$ cat src/rtl/refresh_seq_pkg.sv
// Shared types and helpers for the refresh sequencer.
// Assumes nothing beyond a standard elaborator.
package refresh_seq_pkg;

    // Sequencer phases: fill pass, normal walk, paused by a frame,
    // waiting out the interrupted step before restarting.
    typedef enum logic [1:0] {
        SEQ_FILL   = 2'd0,
        SEQ_RUN    = 2'd1,
        SEQ_HOLD   = 2'd2,
        SEQ_FINISH = 2'd3
    } seq_state_e;

    // Address width for n entries, never below one bit.
    function automatic int unsigned addr_bits(input int unsigned n);
        return (n > 1) ? $clog2(n) : 1;
    endfunction

endpackage

$ cat src/rtl/rseq_step_gen.sv
// Step tick generator.
// Makes a one-cycle tick per sequencer step, either from an internal
// divider of the system clock or from every EXT_DIV-th rising edge of
// an external step clock. Assumes ext_clk is already synchronous to clk.
// force_int overrides the selection (used during the fill pass).
module rseq_step_gen #(
    parameter int unsigned STEP_DIV = 2000,
    parameter int unsigned EXT_DIV  = 4
) (
    input  logic clk,
    input  logic rst_n,
    input  logic force_int,
    input  logic ext_sel,
    input  logic ext_clk,
    output logic step_tick
);
    localparam int unsigned IW = (STEP_DIV > 1) ? $clog2(STEP_DIV) : 1;
    localparam int unsigned EW = (EXT_DIV > 1) ? $clog2(EXT_DIV) : 1;
    localparam logic [IW-1:0] INT_LAST = IW'(STEP_DIV - 1);
    localparam logic [EW-1:0] EXT_LAST = EW'(EXT_DIV - 1);

    logic          use_int;
    logic [IW-1:0] int_cnt;
    logic [EW-1:0] ext_cnt;
    logic          ext_q;
    logic          ext_rise;

    assign use_int  = force_int | ~ext_sel;
    assign ext_rise = ext_clk & ~ext_q;

    // Internal divider; held at zero while the external clock is in use.
    always_ff @(posedge clk) begin
        if (!rst_n || !use_int) begin
            int_cnt <= '0;
        end else if (int_cnt == INT_LAST) begin
            int_cnt <= '0;
        end else begin
            int_cnt <= int_cnt + 1'b1;
        end
    end

    // Previous level of the external clock for edge detection.
    always_ff @(posedge clk) begin
        if (!rst_n) begin
            ext_q <= 1'b0;
        end else begin
            ext_q <= ext_clk;
        end
    end

    // External edge counter; held at zero while the internal divider runs.
    always_ff @(posedge clk) begin
        if (!rst_n || use_int) begin
            ext_cnt <= '0;
        end else if (ext_rise) begin
            ext_cnt <= (ext_cnt == EXT_LAST) ? '0 : ext_cnt + 1'b1;
        end
    end

    // Tick selection between the two step sources.
    always_comb begin
        if (use_int) begin
            step_tick = (int_cnt == INT_LAST);
        end else begin
            step_tick = ext_rise && (ext_cnt == EXT_LAST);
        end
    end

endmodule

$ cat src/rtl/rseq_sched.sv
// Channel scheduler.
// Decides which channel each step handles, issues the end-of-step
// strobe, pauses on frames, and runs the uninterruptible fill pass after
// reset. Assumes frame_start/frame_end are one-cycle pulses and that a
// step lasts at least two system clocks.
module rseq_sched
    import refresh_seq_pkg::*;
#(
    parameter int unsigned CH_COUNT = 32,
    localparam int unsigned AW = addr_bits(CH_COUNT)
) (
    input  logic          clk,
    input  logic          rst_n,
    input  logic          step_tick,
    input  logic          frame_start,
    input  logic          frame_end,
    input  logic          imm_req,
    input  logic [AW-1:0] tgt_addr,
    output logic [AW-1:0] cur_ch,
    output logic          load_code,
    output logic          sh_strobe,
    output logic [AW-1:0] sh_addr,
    output logic          busy
);
    localparam logic [AW-1:0] LAST_CH = AW'(CH_COUNT - 1);

    seq_state_e    state_q;
    logic [AW-1:0] cur_q;
    logic [AW-1:0] nxt_ch;
    logic [AW-1:0] resume_q;
    logic [AW-1:0] tgt_q;
    logic          imm_step_q;
    logic          wait_imm_q;
    logic          strobe_q;
    logic [AW-1:0] addr_q;
    logic          load_q;

    // Next channel in the walk; natural wrap when the count fills the field.
    generate
        if ((1 << AW) == CH_COUNT) begin : g_pow2_wrap
            assign nxt_ch = cur_q + 1'b1;
        end else begin : g_cmp_wrap
            assign nxt_ch = (cur_q == LAST_CH) ? '0 : cur_q + 1'b1;
        end
    endgenerate

    // Main sequencing state machine.
    always_ff @(posedge clk) begin
        if (!rst_n) begin
            state_q    <= SEQ_FILL;
            cur_q      <= '0;
            resume_q   <= '0;
            tgt_q      <= '0;
            imm_step_q <= 1'b0;
            wait_imm_q <= 1'b0;
            strobe_q   <= 1'b0;
            addr_q     <= '0;
            load_q     <= 1'b0;
        end else begin
            strobe_q <= 1'b0;
            load_q   <= 1'b0;
            unique case (state_q)
                SEQ_FILL: begin
                    if (step_tick) begin
                        strobe_q <= 1'b1;
                        addr_q   <= cur_q;
                        if (cur_q == LAST_CH) begin
                            state_q <= SEQ_RUN;
                            cur_q   <= '0;
                            load_q  <= 1'b1;
                        end else begin
                            cur_q <= nxt_ch;
                        end
                    end
                end
                SEQ_RUN: begin
                    if (frame_start) begin
                        state_q    <= SEQ_HOLD;
                        resume_q   <= imm_step_q ? resume_q : cur_q;
                        imm_step_q <= 1'b0;
                    end else if (step_tick) begin
                        strobe_q <= 1'b1;
                        addr_q   <= cur_q;
                        load_q   <= 1'b1;
                        if (imm_step_q) begin
                            cur_q      <= resume_q;
                            imm_step_q <= 1'b0;
                        end else begin
                            cur_q <= nxt_ch;
                        end
                    end
                end
                SEQ_HOLD: begin
                    if (frame_end) begin
                        state_q    <= SEQ_FINISH;
                        wait_imm_q <= imm_req;
                        tgt_q      <= tgt_addr;
                    end
                end
                SEQ_FINISH: begin
                    if (frame_start) begin
                        state_q <= SEQ_HOLD;
                    end else if (step_tick) begin
                        state_q    <= SEQ_RUN;
                        cur_q      <= wait_imm_q ? tgt_q : resume_q;
                        imm_step_q <= wait_imm_q;
                        load_q     <= 1'b1;
                    end
                end
                default: state_q <= SEQ_FILL;
            endcase
        end
    end

    assign cur_ch    = cur_q;
    assign load_code = load_q;
    assign sh_strobe = strobe_q;
    assign sh_addr   = addr_q;
    assign busy      = (state_q == SEQ_FILL);

endmodule

$ cat src/rtl/rseq_code_reg.sv
// Code bus register.
// Captures the memory word for the current channel one cycle after the
// channel changes, then holds it for the rest of the step. Resets to the
// fill code, which stays on the bus during the whole fill pass.
module rseq_code_reg #(
    parameter int unsigned CODE_W = 12,
    parameter logic [CODE_W-1:0] FILL_CODE = 12'h4F3
) (
    input  logic              clk,
    input  logic              rst_n,
    input  logic              load_code,
    input  logic [CODE_W-1:0] rd_data,
    output logic [CODE_W-1:0] code_out
);
    // Load on request, otherwise hold.
    always_ff @(posedge clk) begin
        if (!rst_n) begin
            code_out <= FILL_CODE;
        end else if (load_code) begin
            code_out <= rd_data;
        end
    end

endmodule

$ cat src/rtl/refresh_seq.sv
// Interruptible multi-channel refresh sequencer (top).
// Merges the pin and serial-bit mode requests (a 1 on either wins),
// forces the internal step clock during the fill pass, and connects the
// step generator, scheduler and code register. Assumes a memory with a
// combinational read port and a step of at least two system clocks.
module refresh_seq
    import refresh_seq_pkg::*;
#(
    parameter int unsigned CH_COUNT = 32,
    parameter int unsigned CODE_W   = 12,
    parameter int unsigned STEP_DIV = 2000,
    parameter int unsigned EXT_DIV  = 4,
    parameter logic [CODE_W-1:0] FILL_CODE = 12'h4F3,
    localparam int unsigned AW = addr_bits(CH_COUNT)
) (
    input  logic              clk,
    input  logic              rst_n,
    input  logic              ext_clk,
    input  logic              ext_sel_pin,
    input  logic              ext_sel_bit,
    input  logic              imm_pin,
    input  logic              imm_bit,
    input  logic              frame_start,
    input  logic              frame_end,
    input  logic [AW-1:0]     last_addr,
    output logic [AW-1:0]     mem_rd_addr,
    input  logic [CODE_W-1:0] mem_rd_data,
    output logic [CODE_W-1:0] code_out,
    output logic [AW-1:0]     sh_addr,
    output logic              sh_strobe,
    output logic              busy
);
    logic step_tick;
    logic load_code;
    logic ext_sel;
    logic imm_req;

    assign ext_sel = ext_sel_pin | ext_sel_bit;
    assign imm_req = imm_pin | imm_bit;

    rseq_step_gen #(
        .STEP_DIV (STEP_DIV),
        .EXT_DIV  (EXT_DIV)
    ) step_i (
        .clk       (clk),
        .rst_n     (rst_n),
        .force_int (busy),
        .ext_sel   (ext_sel),
        .ext_clk   (ext_clk),
        .step_tick (step_tick)
    );

    rseq_sched #(
        .CH_COUNT (CH_COUNT)
    ) sched_i (
        .clk         (clk),
        .rst_n       (rst_n),
        .step_tick   (step_tick),
        .frame_start (frame_start),
        .frame_end   (frame_end),
        .imm_req     (imm_req),
        .tgt_addr    (last_addr),
        .cur_ch      (mem_rd_addr),
        .load_code   (load_code),
        .sh_strobe   (sh_strobe),
        .sh_addr     (sh_addr),
        .busy        (busy)
    );

    rseq_code_reg #(
        .CODE_W    (CODE_W),
        .FILL_CODE (FILL_CODE)
    ) code_i (
        .clk       (clk),
        .rst_n     (rst_n),
        .load_code (load_code),
        .rd_data   (mem_rd_data),
        .code_out  (code_out)
    );

endmodule

$ cat config.mk
export PLATFORM = sky130hd
export DESIGN_NAME = refresh_seq
export DESIGN_NICKNAME = d
export VERILOG_FILES = /design/src/rtl/refresh_seq_pkg.sv /design/src/rtl/rseq_step_gen.sv /design/src/rtl/rseq_sched.sv /design/src/rtl/rseq_code_reg.sv /design/src/rtl/refresh_seq.sv
export SDC_FILE = /design/constraint.sdc
export NUM_CORES = 1
export LEC_CHECK = 0
export CELL_PAD_IN_SITES_DETAIL_PLACEMENT = 1
export CELL_PAD_IN_SITES_GLOBAL_PLACEMENT = 1
export CORE_MARGIN = 4
export CORE_UTILIZATION = 25
export CTS_BUF_LIST = sky130_fd_sc_hd__clkbuf_8
export DETAILED_ROUTE_END_ITERATION = 6
export PLACE_DENSITY_LB_ADDON = 0.08
export SETUP_SLACK_MARGIN = 0.05
export SYNTH_ARGS = -nofsm -noshare
export SYNTH_HDL_FRONTEND = slang
export SYNTH_SLANG_ARGS = --single-unit
$ cat constraint.sdc
create_clock -name clk -period 3.2 [get_ports clk]
set_clock_uncertainty 0.15 [all_clocks]
set_input_delay 0.64 -clock clk [delete_from_list [all_inputs] [get_ports clk]]
set_output_delay 0.64 -clock clk [all_outputs]
set_load 0.02 [all_outputs]
* After elaboration in Yosys (flattened, before gate mapping)
Index checks and enable logic that the tools add are counted.
** Storage, ports and cells
- Output and inout port bits :: 24
- Word-level logic and storage cells :: 88
- Flip-flop bits (word level) :: 52
- Bits of input ports :: 26
** Cells by class
- Reductions and logical operators :: 17
- $add $sub $neg :: 3
- Mux-type cells :: 32
- Equality and inequality tests :: 16
- Bitwise gates (word level) :: 7
** Operator list (count)
- 5-bit 2-to-1 mux :: 10
- 5-bit one-hot mux with 3 select lines :: 1
- 2-bit 2-to-1 mux :: 7
- 11-bit by 1-bit adder with 11-bit output, second input constant :: 1
- 11-bit == test, second input constant :: 1
- 5-bit one-hot mux with 2 select lines :: 1
- 1-bit 2-to-1 mux :: 9
- 2-bit by 1-bit != test with 1-bit output, second input constant :: 4
- 2-bit != test, second input constant :: 4
- 2-bit one-hot mux with 4 select lines :: 1
- 2-bit == test, second input constant :: 3
- 3-bit by 2-bit != test with 1-bit output, second input constant :: 2
- 1-bit one-hot mux with 2 select lines :: 3
- 6-bit AND reduction :: 1
- 5-bit by 1-bit adder with 5-bit output, second input constant :: 1
- 5-bit == test, second input constant :: 1
- 5-bit AND reduction :: 1
- 2-bit AND reduction :: 2
- 4-bit AND reduction :: 1
- 2-bit nonzero test :: 2
- 2-bit OR reduction :: 2
- 1-bit inverter :: 3
- 1-bit bitwise OR :: 3
- 3-bit AND reduction :: 1
- other kinds (8) :: 10

* Logic depth before layout (Yosys ltp)
Gate-level depths: netlist of run 1.
- Depth in word-level cells :: 7
- Gate-level depth with buffers :: 7
- Mapped depth without buffers :: 7

* Modules after synthesis
From an unflattened synthesis of run 1, not the netlist that was laid out.
** Unflattened totals
- Cell total of the unflattened synthesis :: 264
- Area, all modules :: 2371.0 µm²
** By module, submodules not included
- rseq_sched :: sequential area each 520.5 µm², instances 1, area each 1286.2 µm², cells an instance 152
- rseq_step_gen :: sequential area each 280.3 µm², instances 1, area each 639.4 µm², cells an instance 72
- rseq_code_reg :: sequential area each 240.2 µm², instances 1, area each 432.9 µm², cells an instance 38
- refresh_seq :: sequential area each 0.0 µm², instances 1, area each 12.5 µm², cells an instance 2

* Worst setup path before layout of run 1
Ideal clock, no wire load.
- Path kind :: input to register
- From :: input port ext_clk
- To :: register sched_i.cur_q[2], in the netlist sched_i.cur_ch[2]
- Library setup time :: 0.088 ns
- Stages on the path :: 5
- Buffers on the path :: 1
- Data required time :: 2.962 ns
- Path slack :: 1.225 ns
- Data arrival time :: 1.737 ns
- Cell sequence :: nor2b_1 -> nand3_2 -> a221o_1 -> buf_6 -> o32ai_2
** Between the ends
- Longest elaborated chain between the ends :: 5
- Elaborated cells on any way between the ends :: 7
- Classes of those cells :: 3 x eq/ne; 1 x mux; 1 x bitwise; 2 x reduce/logical
** RTL lines
- start, declared :: line refresh_seq.sv:18 : input logic ext_clk,
- 1-bit bitwise AND (*) :: line rseq_step_gen.sv:29 : assign ext_rise = ext_clk & ~ext_q;
- 1-bit logical AND (*) :: line rseq_step_gen.sv:65 : step_tick = ext_rise && (ext_cnt == EXT_LAST);
- 1-bit 2-to-1 mux (*) :: line rseq_step_gen.sv:62 : if (use_int) begin
- 2-bit by 1-bit != test with 1-bit output (no line)
- 6-bit AND reduction (no line) (*)
- end signal, assigned :: line rseq_sched.sv:72 : cur_q <= nxt_ch;
- end signal, assigned :: line rseq_sched.sv:86 : cur_q <= resume_q;
- end signal, assigned :: line rseq_sched.sv:89 : cur_q <= nxt_ch;
- end, declared :: line rseq_sched.sv:28 : logic [AW-1:0] cur_q;
Mark *: on every way between the ends. The rest lies on a longest branch, timed or not.
A chain may end at the register's enable or synchronous reset.

* Worst setup path in the final report of run 1
- From :: register sched_i.state_q[1]
- To :: output port busy
** Between the ends
- Longest elaborated chain between the ends :: 1
** RTL lines
- start, declared :: line rseq_sched.sv:27 : seq_state_e state_q;
- start signal, assigned :: line rseq_sched.sv:50 : state_q <= SEQ_FILL;
- start signal, assigned :: line rseq_sched.sv:68 : state_q <= SEQ_RUN;
- start signal, assigned :: line rseq_sched.sv:78 : state_q <= SEQ_HOLD;
- 2-bit zero test :: line rseq_sched.sv:119 : assign busy = (state_q == SEQ_FILL);
- end, declared :: line refresh_seq.sv:31 : output logic busy
No other way between the ends.

==> flow_metrics.tcl, run 1 <==
set metrics [dict create \
    outcome "complete, no violations" \
    biggest_area_consumer_among_synthesized_cells "dfxtp_1" \
    drive_above_1_share_pct 7.07 \
    top_cell_types_by_occurrence_after_synthesis "52 x dfxtp_1, 35 x nand2_1, 28 x mux2i_1, 28 x nor2_1, 13 x a21oi_1" \
    clk_pin_slew_ns 0.10 \
    ys_warn_count 0 \
    layout.nets 326 \
    startpoint "sched_i.state_q[1]" \
    max-vdd-ir-drop_uv 150 \
    dp.final_hpwl_um 4130 \
    pin_count_of_the_biggest_net_entering_global_routing 27 \
    die_area_sq_mm 0.0109 \
    p_per_area_mw_per_mm2 436 \
    seq_area_frac_synth_pct 44.7 \
    drv.max_cap_violation_count 0 \
    grt_remaining_overflow 0 \
    starting_density_of_the_core_pct 26.2 \
    place_area_sq_mm 0.00289 \
    timing.final.ws_setup_ns 0.710 \
    antenna_violating_nets_post_route 0 \
    period_utilization_post_route_pct 77.8 \
    clk_root_buffer_cell "clkbuf_8" \
    busiest_layer "met2" \
    arrival_ns 1.70 \
    grtUsageTotal_pct 10.8 \
    worstSetupEndpoint "busy" \
    wire_length_of_the_first_global_routing_pass_um 9660 \
    chipWidth_um 105 \
    max_freq_mhz 402 \
    vias_per_cell 4.60 \
    yosys.area.top_type_share_pct 44.7 \
    synthMostInstantiatedCell "dfxtp_1" \
    post_synth_inst_count 254 \
    cp_data_required_time_ns 2.41 \
    ys_types 48 \
    cp-end-kind "primary output" \
    cts.htree.levels 2 \
    place.port_buffers 49 \
    first_global_vias 1848 \
    worst_slew_margin_rel_pct 49.3 \
    vias 1861 \
    worst-slew-pin-transition_ns 0.760 \
    rsz0062_at_grt "no" \
    timing.final.hold_violations 0 \
    cts.repair.resized 0 \
    timing.final.max_slew_violations 0 \
    fp.coreArea_sq_mm 0.00889 \
    finalSetupViolations 0 \
    rows 34 \
    initialDrtViolationCount 55 \
    crit_path_launch_type "flop" \
    grt_antenna_before_repair 0 \
    max-clock-path-buffers 2 \
    synth.area.top_cells "dfxtp_1 45%, mux2i_1 12%, nand2_1 5.6%" \
    final_core_util_pct 34.3 \
    drt-total-wl_um 5840 \
    synth-seq-cells 52 \
    dominantRegCellSynth "dfxtp_1" \
    hold_path_class "reg2reg" \
    number_of_top_level_pins 50 \
    post-route-cell-area_sq_mm 0.00305 \
    postCtsSetupBuffers 0 \
    placement.setup.worst_slack_ns 0.519 \
    worstSkewPairLatency_ns 0.31 \
    hold_buffers 0 \
    post_synth_instance_area_sq_mm 0.00233 \
    p_leak_uw 0.00106 \
    gp_congestion 0.691 \
    grt_use_met2_pct 16.0 \
    drt_pre_antenna_iters 4 \
    met1_usage_pct 15.1 \
    setup_tns_ns 0 \
    num_antenna_cells 0 \
    syn_to_final_growth_pct 30.9 \
    cts.sinks 52 \
    setup.reg_to_reg.worst_slack_ns 1.04 \
    postSynthAreaPerCell_sq_um 9.17 \
    layout_min_cycle_time_ns 2.49 \
    routedWlPerCell_um 14.4 \
    global_routing_met3_resource_utilization_pct 2.96 \
    r2r_end "sched_i.wait_imm_q" \
    synth-async-reset-ratio_pct 0 \
    die_height_um 105 \
    drt_drc_violations_left 0 \
    crit_path_max_fanout 16 \
    timing.reg2reg.worst_path_depth 4 \
    critical_path.reg2reg.startpoint "sched_i.state_q[1]" \
    numCtsBuffers 5 \
    synth_enable_flop_cells 0 \
    critical_path_class "reg2out" \
    clock_tree_from_tritoncts "yes" \
    postSynthNetCount 284 \
]
## through the flow
step / hold slack [ns] / std cells / power, uW
5_1_grt: 0.332 / 405 / 1380
2_1_floorplan: 0.280 / 254 / 688
4_1_cts: 0.319 / 405 / 1360
3_3_place_gp: 0.294 / 397 / 727
3_5_place_dp: 0.303 / 397 / 728
6_report: 0.317 / 405 / 1330
## critical path: stages, from the launching register on
cell,delay (ns)
dfxtp_1,0.72
nor2_1,0.11
clkdlybuf4s50_1,0.57
## worst min-delay path by stage
| stage | startpoint | end | slack, ns | depth (start not counted) |
|---|---|---|---|---|
| global placement | sched_i.tgt_q[3] | sched_i.tgt_q[3] | 0.29 | 2 |
| CTS | sched_i.sh_addr[4] | sched_i.sh_addr[4] | 0.32 | 2 |
| detailed placement | sched_i.sh_addr[4] | sched_i.sh_addr[4] | 0.30 | 2 |
| global route | sched_i.sh_addr[4] | sched_i.sh_addr[4] | 0.33 | 2 |
| finish | sched_i.sh_addr[4] | sched_i.sh_addr[4] | 0.32 | 2 |
| floorplan | step_i.int_cnt[0] | step_i.int_cnt[0] | 0.28 | 1 |
## cells by family after synthesis
logic type                 share of synthesized area, %
AOI/OAI and AO/OA                                  11.8
xor gates and xnor gates                           3.38
adders and majority gates                          2.15
buffers and inverters                              4.56
DFF                                                44.7
muxes                                              12.0
and+or+nand+nor                                    21.4
## power by group
group | switching (uW) | internal [uW] | total [uW]
sequential | 3.67 | 650 | 654
clock | 225 | 391 | 616
combinational | 24.5 | 33.6 | 58.1
## cells in the final DEF, fill, tap and decap left out, types with 3 or more instances in the layout
cell type,count
mux2i_1,28
o21ai_0,7
inv_1,9
clkdlybuf4s50_1,49
ha_1,4
a21oi_1,13
nor3_1,4
o32ai_1,3
xnor2_1,8
nor2_1,28
dfxtp_1,52
nand3_1,12
bufinv_16,3
nand2_1,35
clkbuf_8,5
## sequential cells by signal, indices dropped and copies added (netlist names)
| register | cells |
|---|---|
| sched_i.load_code | 1 |
| sched_i.cur_ch | 5 |
| step_i.int_cnt | 11 |
| sched_i.tgt_q | 5 |
| code_i.code_out | 12 |
| sched_i.state_q | 2 |
| step_i.ext_q | 1 |
| sched_i.imm_step_q | 1 |
| sched_i.sh_strobe | 1 |
| step_i.ext_cnt | 2 |
| sched_i.resume_q | 5 |
| sched_i.sh_addr | 5 |
| sched_i.wait_imm_q | 1 |
## layout make-up
class                   count  area, sq um
inverters                   9         33.8
clock buffers               5         68.8
repair buffers             50          498
flip-flops and latches     52         1040
clock inverters             3         90.1
fillers                  1013         5840
well taps                 108          135
multi-input cells         178         1180
## routing by layer
metal  vias up  wire [um]  share of wire, %
met5         -          0                 0
met4         0         81               1.4
met3         6        282               4.8
met2        40       2420                41
met1       857       3050                52
li1        958          -                 -
No activity file was read; power rests on OpenSTA's default activity.
==> inputs of run 2 (changes only) <==
- clock period: 3.2 -> 2.55 ns (I/O delays scaled with it)
==> run 2 against run 1 <==
Global-route usage grew 0.15 points; sequential share of layout area shrank 0.098 points; clock power fell by 10%; sequential power increased by 25%; cell count up 2.0%; largest cell class unchanged; first-iteration DRC count decreased by 5.5%; critical path type unchanged; setup slack got worse by 0.42 ns; hold slack got worse by 0.0035 ns; combinational power grew 31%; critical endpoint unchanged; critical path depth stayed put.
==> flow_metrics.tcl, run 2 (synthesized netlist as in run 1, its figures left out) <==
set metrics [dict create \
    p_leak_uw 0.00108 \
    num_antenna_cells 0 \
    timing.final.hold_violations 0 \
    grt_antenna_before_repair 0 \
    crit_path_launch_type "flop" \
    die_area_sq_mm 0.0109 \
    first_global_vias 1841 \
    vias 1909 \
    total_power_uw 1450 \
    syn_to_final_growth_pct 31.3 \
    worstSkewPairLatency_ns 0.30 \
    most-common-layout-cells "52 x dfxtp_1, 49 x clkdlybuf4s50_1, 35 x nand2_1, 28 x nor2_1, 28 x mux2i_1" \
    period_utilization_post_route_pct 88.6 \
    crit_path_max_fanout 13 \
    number_of_top_level_pins 50 \
    die_height_um 105 \
    clk_root_buffer_cell "clkbuf_8" \
    pin_count_of_the_biggest_net_entering_global_routing 16 \
    p_per_area_mw_per_mm2 474 \
    worst_slew_margin_rel_pct 53.8 \
    finalSetupViolations 0 \
    timing.final.max_slew_violations 0 \
    critical_path_class "reg2out" \
    place.port_buffers 49 \
    outcome "complete, no violations" \
    cts.repair.resized 0 \
    routedWlPerCell_um 13.9 \
    cp_data_required_time_ns 1.89 \
    initialDrtViolationCount 52 \
    max-clock-path-buffers 2 \
    drv.max_cap_violation_count 0 \
    max-vdd-ir-drop_uv 297 \
    clock_tree_from_tritoncts "yes" \
    dp.final_hpwl_um 4300 \
    setup_tns_ns 0 \
    wire_length_of_the_first_global_routing_pass_um 9650 \
    antenna_violating_nets_post_route 0 \
    grtUsageTotal_pct 10.9 \
    arrival_ns 1.60 \
    chipWidth_um 105 \
    final_core_util_pct 34.4 \
    worst_hold_path.num_cells 2 \
    leading_registers_by_flop_count "code_i.code_out x12, step_i.int_cnt x11" \
    drt_pre_antenna_iters 4 \
    layout.nets 334 \
    hold_buffers 0 \
    fp.coreArea_sq_mm 0.00889 \
    vias_per_cell 4.62 \
    fin_hold_ws_ns 0.313 \
    rows 34 \
    max_ffs_per_register 12 \
    drive_above_1_share_pct 9.18 \
    layout_min_cycle_time_ns 2.26 \
    drt-total-wl_um 5740 \
    postCtsSetupBuffers 0 \
    clk_pin_slew_ns 0.09 \
    cts.htree.levels 2 \
    hold_path_class "reg2reg" \
    max_freq_mhz 443 \
    rsz0062_at_grt "no" \
    cp-end-kind "primary output" \
    worst-slew-pin-transition_ns 0.693 \
    gp_congestion 0.680 \
    regMostFlops "code_i.code_out" \
    starting_density_of_the_core_pct 26.2 \
    cts.sinks 52 \
    mostFrequentLayoutCell "dfxtp_1" \
    numCtsBuffers 5 \
    grt_remaining_overflow 0 \
    timing.reg2reg.worst_path_depth 7 \
    drt_drc_violations_left 0 \
    setup.reg_to_reg.worst_slack_ns 0.48 \
]
## run 2: changes by cell type in the layout (fill, tap and decap cells not counted)
cell,change
buf_4,+8
bufinv_16,-2
clkinv_2,+1
inv_1,+1
## run 2: layout make-up
class | count | area, sq um
clock buffers | 5 | 68.8
clock inverters | 3 | 38.8
fillers | 1039 | 5830
inverters | 9 | 33.8
multi-input cells | 178 | 1180
flip-flops and latches | 52 | 1040
well taps | 108 | 135
repair buffers | 58 | 558
## run 2: metrics by stage
| stage | instance area [sq um] | instances | setup WS, ns |
|---|---|---|---|
| global route | 3060 | 413 | 0.138 |
| global placement | 2950 | 405 | 0.251 |
| finish | 3060 | 413 | 0.292 |
| CTS | 3060 | 413 | 0.246 |
| floorplan | 2330 | 254 | 0.597 |
| detailed placement | 2950 | 405 | 0.216 |
## run 2: worst paths after layout
path / endpoint / from
hold / removal: sched_i.tgt_q[1] / sched_i.tgt_q[1]
setup reg to reg: sched_i.cur_ch[3] / sched_i.cur_ch[0]
setup / recovery: busy / sched_i.state_q[0]
hold reg to reg: sched_i.tgt_q[1] / sched_i.tgt_q[1]
## run 2: metal layers
metal	global-route usage (%)	vias to the layer above	part of all wire, %
met5	0	-	0
met4	3.70	0	1.4
met3	2.77	4	4.1
met2	16.4	38	43
met1	15.2	891	52
li1	-	976	-
## run 2: power by group
part,total (uW),switching [uW],internal [uW]
Clock,552,264,288
Combinational,76.0,30.6,45.4
Sequential,820,4.23,816
## run 2: critical path: stages, from the launching register on
cell and delay [ns]:
dfxtp_1 0.65, nor2_1 0.09, clkdlybuf4s50_1 0.56
==> inputs of run 3 (changes only) <==
- CORE_MARGIN: 4 -> 2
==> run 3 against run 2 <==
Critical path depth stayed put; global-route usage is 0.84 points higher; setup slack worse by 0.017 ns; clock power is 13% higher; critical path type unchanged; hold slack worse by 0.0021 ns; critical endpoint unchanged; utilization is 0.82 points lower; sequential power hardly changed; sequential share of layout area is 0.17 points lower; maximum frequency is 0.74% lower; count of clock-buffer cells in the layout is 2 higher; die area is 7.5% lower.
==> flow_metrics.tcl, run 3 (synthesized netlist as in run 1, its figures left out) <==
set metrics [dict create \
    hold_path_class "reg2reg" \
    max-vdd-ir-drop_uv 207 \
    p_per_area_mw_per_mm2 493 \
    rsz0062_at_grt "no" \
    first_global_vias 1830 \
    crit_family "flip-flops" \
    die_area_sq_mm 0.0101 \
    mostFrequentLayoutCell "dfxtp_1" \
    chipWidth_um 101 \
    rows 35 \
    timing.final.max_slew_violations 0 \
    clk_root_buffer_cell "clkbuf_8" \
    place.port_buffers 49 \
    max_freq_mhz 439 \
    hold_buffers 0 \
    timing.final.hold_violations 0 \
    regMostFlops "code_i.code_out" \
    final_core_util_pct 33.6 \
    worst_hold_path.num_cells 2 \
    cts.htree.levels 2 \
    crit_path_launch_type "flop" \
    timing.critical_path.cells "nor2_1 > clkdlybuf4s50_1" \
    most-common-layout-cells "52 x dfxtp_1, 49 x clkdlybuf4s50_1, 35 x nand2_1, 28 x nor2_1, 28 x mux2i_1" \
    worst_slew_margin_rel_pct 52.6 \
    wire_length_of_the_first_global_routing_pass_um 9360 \
    number_of_top_level_pins 50 \
    drt-total-wl_um 5590 \
    cts.sinks 52 \
    total_power_uw 1520 \
    grt_antenna_before_repair 0 \
    cp_data_required_time_ns 1.89 \
    leading_registers_by_flop_count "code_i.code_out x12, step_i.int_cnt x11" \
    grtUsageTotal_pct 11.7 \
    period_utilization_post_route_pct 89.2 \
    max-clock-path-buffers 2 \
    drive_above_1_share_pct 9.21 \
    timing.final.ws_setup_ns 0.275 \
    layout_min_cycle_time_ns 2.28 \
    layout.nets 333 \
    postCtsSetupBuffers 0 \
    setup.reg_to_reg.worst_slack_ns 0.49 \
    setup_tns_ns 0 \
    numCtsBuffers 5 \
    critical_path.n_buffers_inverters 1 \
    place_inst 407 \
    routedWlPerCell_um 13.5 \
    cp-end-kind "primary output" \
    syn_to_final_growth_pct 31.9 \
    critical_path_class "reg2out" \
    dp.final_hpwl_um 4190 \
    r2r_end "sched_i.cur_ch[3]" \
    worst-slew-pin-transition_ns 0.711 \
    placement.setup.worst_slack_ns 0.137 \
    finalSetupViolations 0 \
    crit_path_max_fanout 13 \
    initialDrtViolationCount 76 \
    outcome "complete, no violations" \
    critical-path-max-stage-delay_ns 0.65 \
    worstSkewPairLatency_ns 0.30 \
    num_antenna_cells 0 \
    critical_path.reg2reg.startpoint "sched_i.cur_ch[0]" \
    clk_pin_slew_ns 0.10 \
    timing.hold.worst.start "sched_i.tgt_q[1]" \
    vias_per_cell 4.58 \
    vias 1901 \
    arrival_ns 1.62 \
    timing.reg2reg.worst_path_depth 7 \
    drt_pre_antenna_iters 2 \
    crit_path_top_delay_cell "dfxtp_1" \
    holdPathEnd "sched_i.tgt_q[1]" \
    max_ffs_per_register 12 \
    gp_congestion 0.705 \
    grt_remaining_overflow 0 \
    pin_count_of_the_biggest_net_entering_global_routing 16 \
    drt_drc_violations_left 0 \
    cts.repair.resized 0 \
    clock_tree_from_tritoncts "yes" \
    antenna_violating_nets_post_route 0 \
    die_height_um 101 \
    starting_density_of_the_core_pct 25.5 \
    drv.max_cap_violation_count 0 \
    final_cells 415 \
    fp.coreArea_sq_mm 0.00915 \
    p_leak_uw 0.00109 \
]
run 3: cell types whose count changed in the layout (fill, tap and decap cells not counted):
cell and change:
buf_4 -1, clkinv_2 -1, inv_1 -1, clkbuf_8 +2
run 3: worst register-to-register path, cell delays in order (launching register included):
cell and delay, ns:
dfxtp_1 0.39, ha_1 0.27, and3_1 0.20, ha_1 0.20
or2_2 0.34, a211oi_1 0.21, o21ai_0 0.13, mux2i_1 0.12
run 3: report_power, final:
part	total [uW]	switching [uW]	internal, uW	leakage, uW
clock	621	274	347	0.0000645
sequential	820	4.19	816	0.000420
combinational	75.0	30.7	44.2	0.000601
run 3: routing by layer:
| metal | part of all wire (%) | wire length (um) | global-route usage (%) |
|---|---|---|---|
| met1 | 51 | 2860 | 16.4 |
| met2 | 43 | 2420 | 17.9 |
| met3 | 4.8 | 269 | 3.26 |
| met4 | 0.70 | 39 | 3.16 |
| met5 | 0 | 0 | 0 |
run 3: how the worst max path moves through the flow:
stage | from | endpoint | slack, ns | depth (start not counted)
6_report | sched_i.state_q[0] | busy | 0.27 | 2
3_3_place_gp | ext_clk | sched_i.cur_ch[2] | 0.18 | 5
2_1_floorplan | sched_i.cur_ch[0] | sched_i.cur_ch[3] | 0.60 | 7
3_5_place_dp | ext_clk | sched_i.cur_ch[2] | 0.14 | 5
5_1_grt | sched_i.state_q[0] | busy | 0.15 | 2
4_1_cts | sched_i.state_q[0] | busy | 0.24 | 2
run 3: cell type report:
type	count	area [sq um]
flip-flops and latches	52	1040
inverters	9	33.8
repair buffers	57	551
multi-input cells	178	1180
clock inverters	1	30.0
well taps	111	139
fillers	1043	6080
clock buffers	7	96.3
run 3: through the flow:
stage | area (sq um) | hold slack, ns
after CTS | 3070 | 0.313
after detailed placement | 2950 | 0.298
after floorplan | 2330 | 0.280
final | 3070 | 0.311
after global placement | 2950 | 0.296
after global routing | 3070 | 0.331
